[src/rtl/pinIrqPkg.sv]
package pinIrqPkg;
  // Width of a channel index; supports up to eight pins.
  localparam int CH_SEL_W = 3;

  // Trigger codes per pin.
  localparam logic [1:0] TRIG_LOW  = 2'b00;
  localparam logic [1:0] TRIG_HIGH = 2'b01;
  localparam logic [1:0] TRIG_FALL = 2'b10;
  localparam logic [1:0] TRIG_RISE = 2'b11;

  // Strobes handed from bus control to the datapath.
  typedef struct packed {
    logic                modeLoWr;
    logic                modeHiWr;
    logic                chLoWr;
    logic                chHiWr;
    logic [CH_SEL_W-1:0] chSel;
    logic [7:0]          loByte;
    logic [7:0]          hiByte;
  } wrStrobeT;
endpackage

[src/rtl/pinIrqCtrl.sv]
module pinIrqCtrl
  import pinIrqPkg::*;
#(
  parameter int          NUM_CH    = 6,
  parameter int          LVL_W     = 3,
  parameter logic [15:0] MODE_ADDR = 16'hFCF8,
  parameter logic [15:0] CH_BASE   = 16'hFC48
) (
  input  logic [15:0]                   busAddr,
  input  logic                          busWr,
  input  logic                          busHalf,
  input  logic [15:0]                   busWdata,
  output logic [15:0]                   busRdata,
  input  logic [15:0]                   modeVal,
  input  logic [NUM_CH-1:0]             irVec,
  input  logic [NUM_CH-1:0]             ieVec,
  input  logic [NUM_CH-1:0][LVL_W-1:0]  lvlVec,
  output wrStrobeT                      strb
);
  localparam logic [15:0] CH_END = CH_BASE + 16'(2 * NUM_CH);

  logic                isMode;
  logic                isChan;
  logic [15:0]         chOffset;
  logic [CH_SEL_W-1:0] chIdx;
  logic                wantLo;
  logic                wantHi;
  logic [7:0]          loRd;
  logic [7:0]          hiRd;

  always_comb begin
    isMode   = (busAddr[15:1] == MODE_ADDR[15:1]);
    isChan   = (busAddr >= CH_BASE) && (busAddr < CH_END);
    chOffset = busAddr - CH_BASE;
    chIdx    = chOffset[CH_SEL_W:1];
    // A halfword touches both bytes of the pair; a byte access touches one.
    wantLo   = busHalf || !busAddr[0];
    wantHi   = busHalf || busAddr[0];
  end

  // Write strobes.
  always_comb begin
    strb          = '0;
    strb.chSel    = chIdx;
    strb.loByte   = busWdata[7:0];
    strb.hiByte   = busHalf ? busWdata[15:8] : busWdata[7:0];
    strb.modeLoWr = busWr && isMode && wantLo;
    strb.modeHiWr = busWr && isMode && wantHi;
    strb.chLoWr   = busWr && isChan && wantLo;
    strb.chHiWr   = busWr && isChan && wantHi;
  end

  // Read path.
  always_comb begin
    loRd = 8'h00;
    hiRd = 8'h00;
    if (isMode) begin
      loRd = modeVal[7:0];
      hiRd = modeVal[15:8];
    end else if (isChan) begin
      loRd = {7'b0, irVec[chIdx]};
      hiRd = 8'({lvlVec[chIdx], 4'b0000}) | {7'b0, ieVec[chIdx]};
    end
    if (busHalf) busRdata = {hiRd, loRd};
    else         busRdata = {8'h00, busAddr[0] ? hiRd : loRd};
  end
endmodule

[src/rtl/pinIrqDatapath.sv]
module pinIrqDatapath
  import pinIrqPkg::*;
#(
  parameter int NUM_CH      = 6,
  parameter int LVL_W       = 3,
  parameter int SYNC_STAGES = 2
) (
  input  logic                          clk,
  input  logic                          rstN,
  input  logic [NUM_CH-1:0]             pinIn,
  input  logic                          irqAck,
  input  wrStrobeT                      strb,
  output logic [15:0]                   modeVal,
  output logic [NUM_CH-1:0]             irVec,
  output logic [NUM_CH-1:0]             ieVec,
  output logic [NUM_CH-1:0][LVL_W-1:0]  lvlVec,
  output logic                          irqReq,
  output logic [LVL_W-1:0]              irqLevel,
  output logic [CH_SEL_W-1:0]           irqChan
);
  localparam int MODE_W = 2 * NUM_CH;

  logic [SYNC_STAGES-1:0][NUM_CH-1:0] syncReg;
  logic [NUM_CH-1:0] curPin;
  logic [NUM_CH-1:0] prevPin;
  logic [NUM_CH-1:0] hit;
  logic [NUM_CH-1:0] ackClr;
  logic [MODE_W-1:0] modeReg;

  // Synchronizer chain; idles high so level-low channels stay quiet in reset.
  always_ff @(posedge clk or negedge rstN) begin
    if (!rstN) syncReg[0] <= '1;
    else       syncReg[0] <= pinIn;
  end

  for (genvar s = 1; s < SYNC_STAGES; s++) begin : g_sync
    always_ff @(posedge clk or negedge rstN) begin
      if (!rstN) syncReg[s] <= '1;
      else       syncReg[s] <= syncReg[s-1];
    end
  end

  assign curPin = syncReg[SYNC_STAGES-1];

  always_ff @(posedge clk or negedge rstN) begin
    if (!rstN) prevPin <= '1;
    else       prevPin <= curPin;
  end

  // Mode register bits, one byte lane each.
  for (genvar b = 0; b < MODE_W; b++) begin : g_mode
    if (b < 8) begin : g_lo
      always_ff @(posedge clk or negedge rstN) begin
        if (!rstN)              modeReg[b] <= 1'b0;
        else if (strb.modeLoWr) modeReg[b] <= strb.loByte[b];
      end
    end else begin : g_hi
      always_ff @(posedge clk or negedge rstN) begin
        if (!rstN)              modeReg[b] <= 1'b0;
        else if (strb.modeHiWr) modeReg[b] <= strb.hiByte[b-8];
      end
    end
  end

  assign modeVal = 16'(modeReg);

  // Per-channel detection, flag, enable and level.
  for (genvar c = 0; c < NUM_CH; c++) begin : g_ch
    logic [1:0] trig;
    logic       selMe;

    assign trig  = modeReg[2*c+1 -: 2];
    assign selMe = (strb.chSel == CH_SEL_W'(c));

    always_comb begin
      unique case (trig)
        TRIG_LOW:  hit[c] = !curPin[c];
        TRIG_HIGH: hit[c] = curPin[c];
        TRIG_FALL: hit[c] = prevPin[c] && !curPin[c];
        default:   hit[c] = !prevPin[c] && curPin[c];
      endcase
    end

    // Only edge-triggered channels (code 1x) retire on acknowledge.
    assign ackClr[c] = irqAck && irqReq && (irqChan == CH_SEL_W'(c)) && trig[1];

    always_ff @(posedge clk or negedge rstN) begin
      if (!rstN)
        irVec[c] <= 1'b0;
      else if (hit[c])
        irVec[c] <= 1'b1;
      else if ((strb.chLoWr && selMe && !strb.loByte[0]) || ackClr[c])
        irVec[c] <= 1'b0;
    end

    always_ff @(posedge clk or negedge rstN) begin
      if (!rstN) begin
        ieVec[c]  <= 1'b0;
        lvlVec[c] <= '0;
      end else if (strb.chHiWr && selMe) begin
        ieVec[c]  <= strb.hiByte[0];
        lvlVec[c] <= strb.hiByte[4 +: LVL_W];
      end
    end
  end

  // Arbiter: strict less-than keeps the lower index on ties and
  // never lets the all-ones (masked) level win.
  always_comb begin
    irqReq   = 1'b0;
    irqLevel = '1;
    irqChan  = '0;
    for (int i = 0; i < NUM_CH; i++) begin
      if (irVec[i] && ieVec[i] && (lvlVec[i] < irqLevel)) begin
        irqReq   = 1'b1;
        irqLevel = lvlVec[i];
        irqChan  = CH_SEL_W'(i);
      end
    end
  end
endmodule

[src/rtl/pinIrqCtl.sv]
module pinIrqCtl
  import pinIrqPkg::*;
#(
  parameter int          NUM_CH      = 6,
  parameter int          LVL_W       = 3,
  parameter int          SYNC_STAGES = 2,
  parameter logic [15:0] MODE_ADDR   = 16'hFCF8,
  parameter logic [15:0] CH_BASE     = 16'hFC48
) (
  input  logic                clk,
  input  logic                rstN,
  input  logic [15:0]         busAddr,
  input  logic                busWr,
  input  logic                busHalf,
  input  logic [15:0]         busWdata,
  output logic [15:0]         busRdata,
  input  logic [NUM_CH-1:0]   pinIn,
  input  logic                irqAck,
  output logic                irqReq,
  output logic [LVL_W-1:0]    irqLevel,
  output logic [CH_SEL_W-1:0] irqChan
);
  wrStrobeT                      strb;
  logic [15:0]                   modeVal;
  logic [NUM_CH-1:0]             irVec;
  logic [NUM_CH-1:0]             ieVec;
  logic [NUM_CH-1:0][LVL_W-1:0]  lvlVec;

  pinIrqCtrl #(
    .NUM_CH(NUM_CH), .LVL_W(LVL_W), .MODE_ADDR(MODE_ADDR), .CH_BASE(CH_BASE)
  ) ctrlI (
    .busAddr(busAddr), .busWr(busWr), .busHalf(busHalf), .busWdata(busWdata),
    .busRdata(busRdata), .modeVal(modeVal), .irVec(irVec), .ieVec(ieVec),
    .lvlVec(lvlVec), .strb(strb)
  );

  pinIrqDatapath #(
    .NUM_CH(NUM_CH), .LVL_W(LVL_W), .SYNC_STAGES(SYNC_STAGES)
  ) dpI (
    .clk(clk), .rstN(rstN), .pinIn(pinIn), .irqAck(irqAck), .strb(strb),
    .modeVal(modeVal), .irVec(irVec), .ieVec(ieVec), .lvlVec(lvlVec),
    .irqReq(irqReq), .irqLevel(irqLevel), .irqChan(irqChan)
  );
endmodule

[config.mk]
export PLATFORM = sky130hd
export DESIGN_NAME = pinIrqCtl
export DESIGN_NICKNAME = d
export VERILOG_FILES = /design/src/rtl/pinIrqPkg.sv /design/src/rtl/pinIrqCtrl.sv /design/src/rtl/pinIrqDatapath.sv /design/src/rtl/pinIrqCtl.sv
export SDC_FILE = /design/constraint.sdc
export NUM_CORES = 1
export LEC_CHECK = 0
export ABC_AREA = 0
export CAP_MARGIN = 20
export CORE_ASPECT_RATIO = 1.75
export CORE_MARGIN = 4
export CORE_UTILIZATION = 57
export CTS_CLUSTER_SIZE = 30
export DETAILED_ROUTE_END_ITERATION = 10
export DONT_BUFFER_PORTS = 1
export GPL_ROUTABILITY_DRIVEN = 1
export PLACE_DENSITY = 0.72
export SKIP_LAST_GASP = 1
export SLEW_MARGIN = 20
export SYNTH_ARGS = -nofsm -noshare
export SYNTH_HDL_FRONTEND = slang
export SYNTH_SLANG_ARGS = --single-unit
[constraint.sdc]
create_clock -name clk -period 13.1 [get_ports clk]
set_clock_uncertainty 0.15 [all_clocks]
set_input_delay 1.965 -clock clk [delete_from_list [all_inputs] [get_ports clk]]
set_output_delay 1.965 -clock clk [all_outputs]
set_load 0.01 [all_outputs]
# Yosys cells after proc, flatten, opt, wreduce, memory -nomap -nowiden
# Index checks and enable logic that the tools add are counted.
# totals
memories,0
rom_bits,0
latchBits,0
in_bits,43
output_inout_bits,23
register_bits,60
elab_cells,213
mem_bits_rw,0
# classes
bitwise,1
shift,0
n_addsub,1
div_mod_pow,0
mul,0
reduce_logical,98
mux,48
n_eq_ne,23
magnitude_cmp,9
# ops
op,n
$logic_and 1x1->1,62
$mux 3,11
$mux 8,4
$mux 1,22
$pmux 1 s3,6
$ge 16x16->1 const B,1
$lt 16x16->1 const B,1
$mux 16,1
$eq 15x15->1 const B,1
$lt 3x3->1,5
$logic_not 1->1,14
$eq 2x1->1 const B,6
$eq 2x2->1 const B,6
$eq 3x2->1 const B,4
$eq 3x3->1 const B,4
$logic_not 2->1,6
$reduce_bool 2->1,6
$bmux 3 s3,1
$logic_or 1x1->1,8
$mux 7,1
$or 7x1->7,1
$bmux 1 s3,2
$eq 3x1->1 const B,2
$logic_not 3->1,2
other kinds (3),3

# Logic depth before layout (Yosys ltp)
# depth
ltp_word,24
mapped_depth,20
ltp_nobuf,19

# By module
# From an unflattened synthesis, not the netlist that was laid out.
# unflattened
cells_unflattened,377
area_unflattened_um2,3783.6
# modules_own_cells
mod,area_per_inst_um2,n_inst,cells_each
pinIrqDatapath,2975.4,1,267
pinIrqCtrl,808.3,1,110

# Least setup slack after synthesis
# No wires, ideal clock.
# synth_path
kind,register -> output
start,register dpI.lvlVec[5] (netlist name)
end,output irqChan[1]
path_stages_with_launch,20
slack_ps,6232
t_arrival_ps,4753
required_ps,10985
n_path_buf,1
path_cell_list,dfrtp_1 buf_2 nand2b_1 a41oi_1 a22oi_2 o31ai_2 a21oi_1 a211oi_1 nor2_1 ha_1 a2111oi_0 inv_1 a311oi_2 or2_4 o31ai_2 ha_1 or4_1 a211oi_4 nor3_2 and2_1
# synth_between
elab_chain_len,15
elab_cells_between_ends,18
# synth_lines
item,line_no,rtl
"start, declared",pinIrqDatapath.sv:16,"output logic [NUM_CH-1:0][LVL_W-1:0] lvlVec,"
"start signal, assigned by index",pinIrqDatapath.sv:102,lvlVec[c] <= strb.hiByte[4 +: LVL_W];
$lt 3x3->1,pinIrqDatapath.sv:114,if (irVec[i] && ieVec[i] && (lvlVec[i] < irqLevel)) begin
$logic_and 1x1->1,pinIrqDatapath.sv:114,
$mux 3 *,pinIrqDatapath.sv:114,
$lt 3x3->1,pinIrqDatapath.sv:114,
$logic_and 1x1->1,pinIrqDatapath.sv:114,
$mux 3,pinIrqDatapath.sv:114,
$lt 3x3->1,pinIrqDatapath.sv:114,
$logic_and 1x1->1,pinIrqDatapath.sv:114,
$mux 3,pinIrqDatapath.sv:114,
$lt 3x3->1,pinIrqDatapath.sv:114,
$logic_and 1x1->1,pinIrqDatapath.sv:114,
$mux 3,pinIrqDatapath.sv:114,
$lt 3x3->1,pinIrqDatapath.sv:114,
$logic_and 1x1->1,pinIrqDatapath.sv:114,
$mux 3 *,pinIrqDatapath.sv:114,
"end, declared",pinIrqCtl.sv:21,output logic [CH_SEL_W-1:0] irqChan
# Every way passes the cells marked *; elsewhere a longest branch is shown, timed or not.

# Worst setup path after layout
# layout_path
start,register dpI.lvlVec[2] (netlist name)
end,output irqChan[1]
# layout_between
elab_chain_len,18
elab_cells_between_ends,21
# layout_lines
item,line_no
$lt 3x3->1,pinIrqDatapath.sv:114
$logic_and 1x1->1,pinIrqDatapath.sv:114
$mux 3 *,pinIrqDatapath.sv:114
$lt 3x3->1,pinIrqDatapath.sv:114
$logic_and 1x1->1,pinIrqDatapath.sv:114
$mux 3 *,pinIrqDatapath.sv:114
$lt 3x3->1,pinIrqDatapath.sv:114
$logic_and 1x1->1,pinIrqDatapath.sv:114
(+2 left out),--
$logic_and 1x1->1,pinIrqDatapath.sv:114
$mux 3,pinIrqDatapath.sv:114
$lt 3x3->1,pinIrqDatapath.sv:114
$logic_and 1x1->1,pinIrqDatapath.sv:114
$mux 3,pinIrqDatapath.sv:114
$lt 3x3->1,pinIrqDatapath.sv:114
$logic_and 1x1->1,pinIrqDatapath.sv:114
$mux 3 *,pinIrqDatapath.sv:114
# Marks and branches as above.

==> impl_metrics.py <==
metrics = {
    "synthesis": {
        "ys.flop_type": "dfrtp_1",
        "netlist.area_leader.share": 0.280,
        "synth_top_area_cell": "dfrtp_1",
        "seq_area_frac_synth": 0.407,
        "syn_nets": 410,
        "ys_seq_elements": 60,
        "synth_area_leaders": "dfrtp_1, dfstp_2, mux2_2",
        "avgSynthCellArea_um2": 10.3,
        "netlist_area_um2": 3750,
        "synth_edf_count": 0,
        "synthArstFlopShare": 1.00,
        "syn_inst": 363,
        "yosysWarnings": 0,
        "ys_types": 77,
    },
    "drt": {
        "num_vias": 2963,
        "drtIter0Drc": 255,
        "ant_nets": 0,
        "routed_wl_um": 9520,
        "first_pass_iters": 4,
        "vias_per_cell": 6.67,
        "wl_per_cell_um": 21.4,
        "route.detailed.drc": 0,
    },
    "finish": {
        "fillerInstances": 523,
        "final_common_cell": "dfrtp_1",
        "seq_area_um2": 1520,
        "nets": 406,
        "multi_input_area_um2": 2140,
        "utilization": 0.630,
        "mostFrequentLayoutCells": "dfrtp_1, mux2_2, nand2_1",
        "areaGrowthSynthToFinish_pct": 5.54,
        "layoutNonFillerInstCount": 444,
        "antenna_cells": 0,
        "drive_above_1_share": 0.255,
    },
    "setup_path": {
        "worstSetupStartpointType": "flop",
        "crit_chain": "and3b_1, a221o_1, a22oi_2, o31ai_2, a21oi_1, a211oi_1, nor2_1, ha_1, a2111oi_0, inv_1, a311oi_2, nor2_2, mux2i_1, ha_1, nand3b_1, or4_1, a211oi_4, nor3_2, and2_1",
        "required_ns": 10.98,
        "critPathLaunch": "dpI.lvlVec[2]",
        "path_max_fanout": 10,
        "crit_top_cell": "ha_1",
        "critical_path_class": "reg2out",
        "cp.arrival_ns": 6.15,
        "r2r_start": "dpI.lvlVec[2]",
        "worstSetupEndpointType": "output pin",
        "slowest_stage": "a2111oi_0",
        "crit_path_max_incr_delay_ns": 0.58,
    },
    "floorplanning": {
        "fp.coreArea_um2": 6280,
        "num_rows": 38,
        "initial_core_util": 0.597,
        "ios": 66,
        "dieHeight_um": 115,
        "die-area_um2": 7990,
        "dieWidth_um": 69.3,
    },
    "clock_tree": {
        "cts_tree": "built",
        "cts_root_buf": "clkbuf_8",
        "cts_hold_buf": 0,
        "cts_max_level": 3,
        "ctsLongestPathBuffers": 2,
        "cts_buffers": 9,
        "cts_resized": 0,
        "cts_setup_buffers": 0,
        "clk-insertion-delay-late_ns": 0.34,
        "path_clk_slew_ns": 0.06,
        "clkSinkCount": 60,
    },
    "global_routing": {
        "grt_pass1_vias": 3220,
        "grt_first_pass_wirelength_um": 15700,
        "antenna_found_initial": 0,
        "grtUsageTotal": 0.255,
        "grt_max_degree": 61,
        "grt_overflow_total": 0,
    },
    "hold_path": {
        "hold_class": "reg2reg",
        "hp-start": "dpI.syncReg[0]",
    },
    "timing": {
        "final_max_slew_viol_count": 0,
        "rsz0062_at_grt": "no",
        "final-hold-violation-count": 0,
        "worst_pin_slew_ns": 0.829,
        "finalCritPeriodShare": 0.631,
        "finalCriticalPeriod_ns": 8.26,
        "whs_ns": 0.206,
        "max_slew_margin": 0.445,
        "setup_viol": 0,
        "tns_ns": 0,
        "max_freq_mhz": 121,
    },
    "job": {
        "maxCapViolations": 0,
    },
    "placement": {
        "routabilityCongestion": 0.914,
        "dpl.cell_count": 428,
        "port_buffers": 0,
        "place_hpwl_um": 7400,
    },
    "power_and_ir_drop": {
        "cellLeakagePower_nw": 1.65,
        "peakVddDrop_mv": 0.0865,
        "power_density_nw_per_um2": 86.9,
    },
    "run_status": {
        "run_status": "complete, no violations",
    },
}
critical path: cells and delay by family (launching register included):
kind / cells / cell delay [ns]
adders and majority gates: 2 / 0.41
and+or+nand+nor: 7 / 1.76
AOI/OAI and AO/OA: 8 / 2.85
muxes: 1 / 0.17
buffers and inverters: 1 / 0.15
DFF: 1 / 0.45
state kept, by name (all words and copies together) (netlist names):
name         count
dpI.lvlVec      18
dpI.prevPin      6
dpI.modeVal     12
dpI.syncReg      6
dpI.curPin       6
dpI.ieVec        6
dpI.irVec        6
report_power, final:
group          switching [mW]  internal [mW]  total (mW)
clock                  0.0671         0.0734       0.140
combinational         0.00642        0.00494      0.0114
sequential            0.00161          0.191       0.192
total                  0.0751          0.269       0.344
worst paths after layout:
kind                       slack (ns)  cells after the start        endpoint
max in group asynchronous       11.43                      0  dpI.syncReg[2]
min in group asynchronous        1.16                      0   dpI.lvlVec[0]
max                              4.84                     19      irqChan[1]
min reg2reg                      0.21                      0   dpI.curPin[0]
min                              0.21                      0   dpI.curPin[0]
max reg2reg                      7.08                     19    dpI.irVec[0]
per-stage QoR:
stage               setup WS, ns  power, mW  instance area (µm²)
finish                      4.84      0.344                 3960
global route                4.38      0.354                 3960
CTS                         4.86      0.346                 3950
detailed placement          5.26      0.206                 3780
global placement            5.28      0.206                 3780
floorplan                   6.23      0.206                 3750
cell type report:
cell class / instances / share of cell area
sequential: 60 / 0.385
clock inverter: 2 / 0.00253
clock buffer: 14 / 0.0386
multi-input combinational: 281 / 0.542
tap: 80 / 0.0253
inverter: 7 / 0.00664
kinds of logic after synthesis:
family / after synthesis / share of synthesized area
and+or+nand+nor: 129 / 0.196
DFF: 60 / 0.407
xor gates and xnor gates: 2 / 0.00467
muxes: 52 / 0.166
buffers and inverters: 22 / 0.0257
AOI/OAI and AO/OA: 91 / 0.181
other: 1 / 0.00100
adders and majority gates: 6 / 0.0190
layer usage:
| metal | share of wire | GRT usage |
|---|---|---|
| met5 | 0 | 0 |
| met4 | 0.049 | 0.163 |
| met3 | 0.058 | 0.0534 |
| met2 | 0.52 | 0.453 |
| met1 | 0.38 | 0.273 |
Yosys cell counts, drive strengths merged (6+ instances only):
library cell	n
a21oi	14
a31oi	7
and2	8
and3	6
clkbuf	10
dfrtp	42
dfstp	18
inv	7
mux2	38
mux2i	10
nand2	36
nand2b	6
nand3	8
nor2	14
nor2b	8
nor3	10
nor3b	6
o21ai	16
o31ai	14
Note: power is estimated with default switching activity, not from simulation.
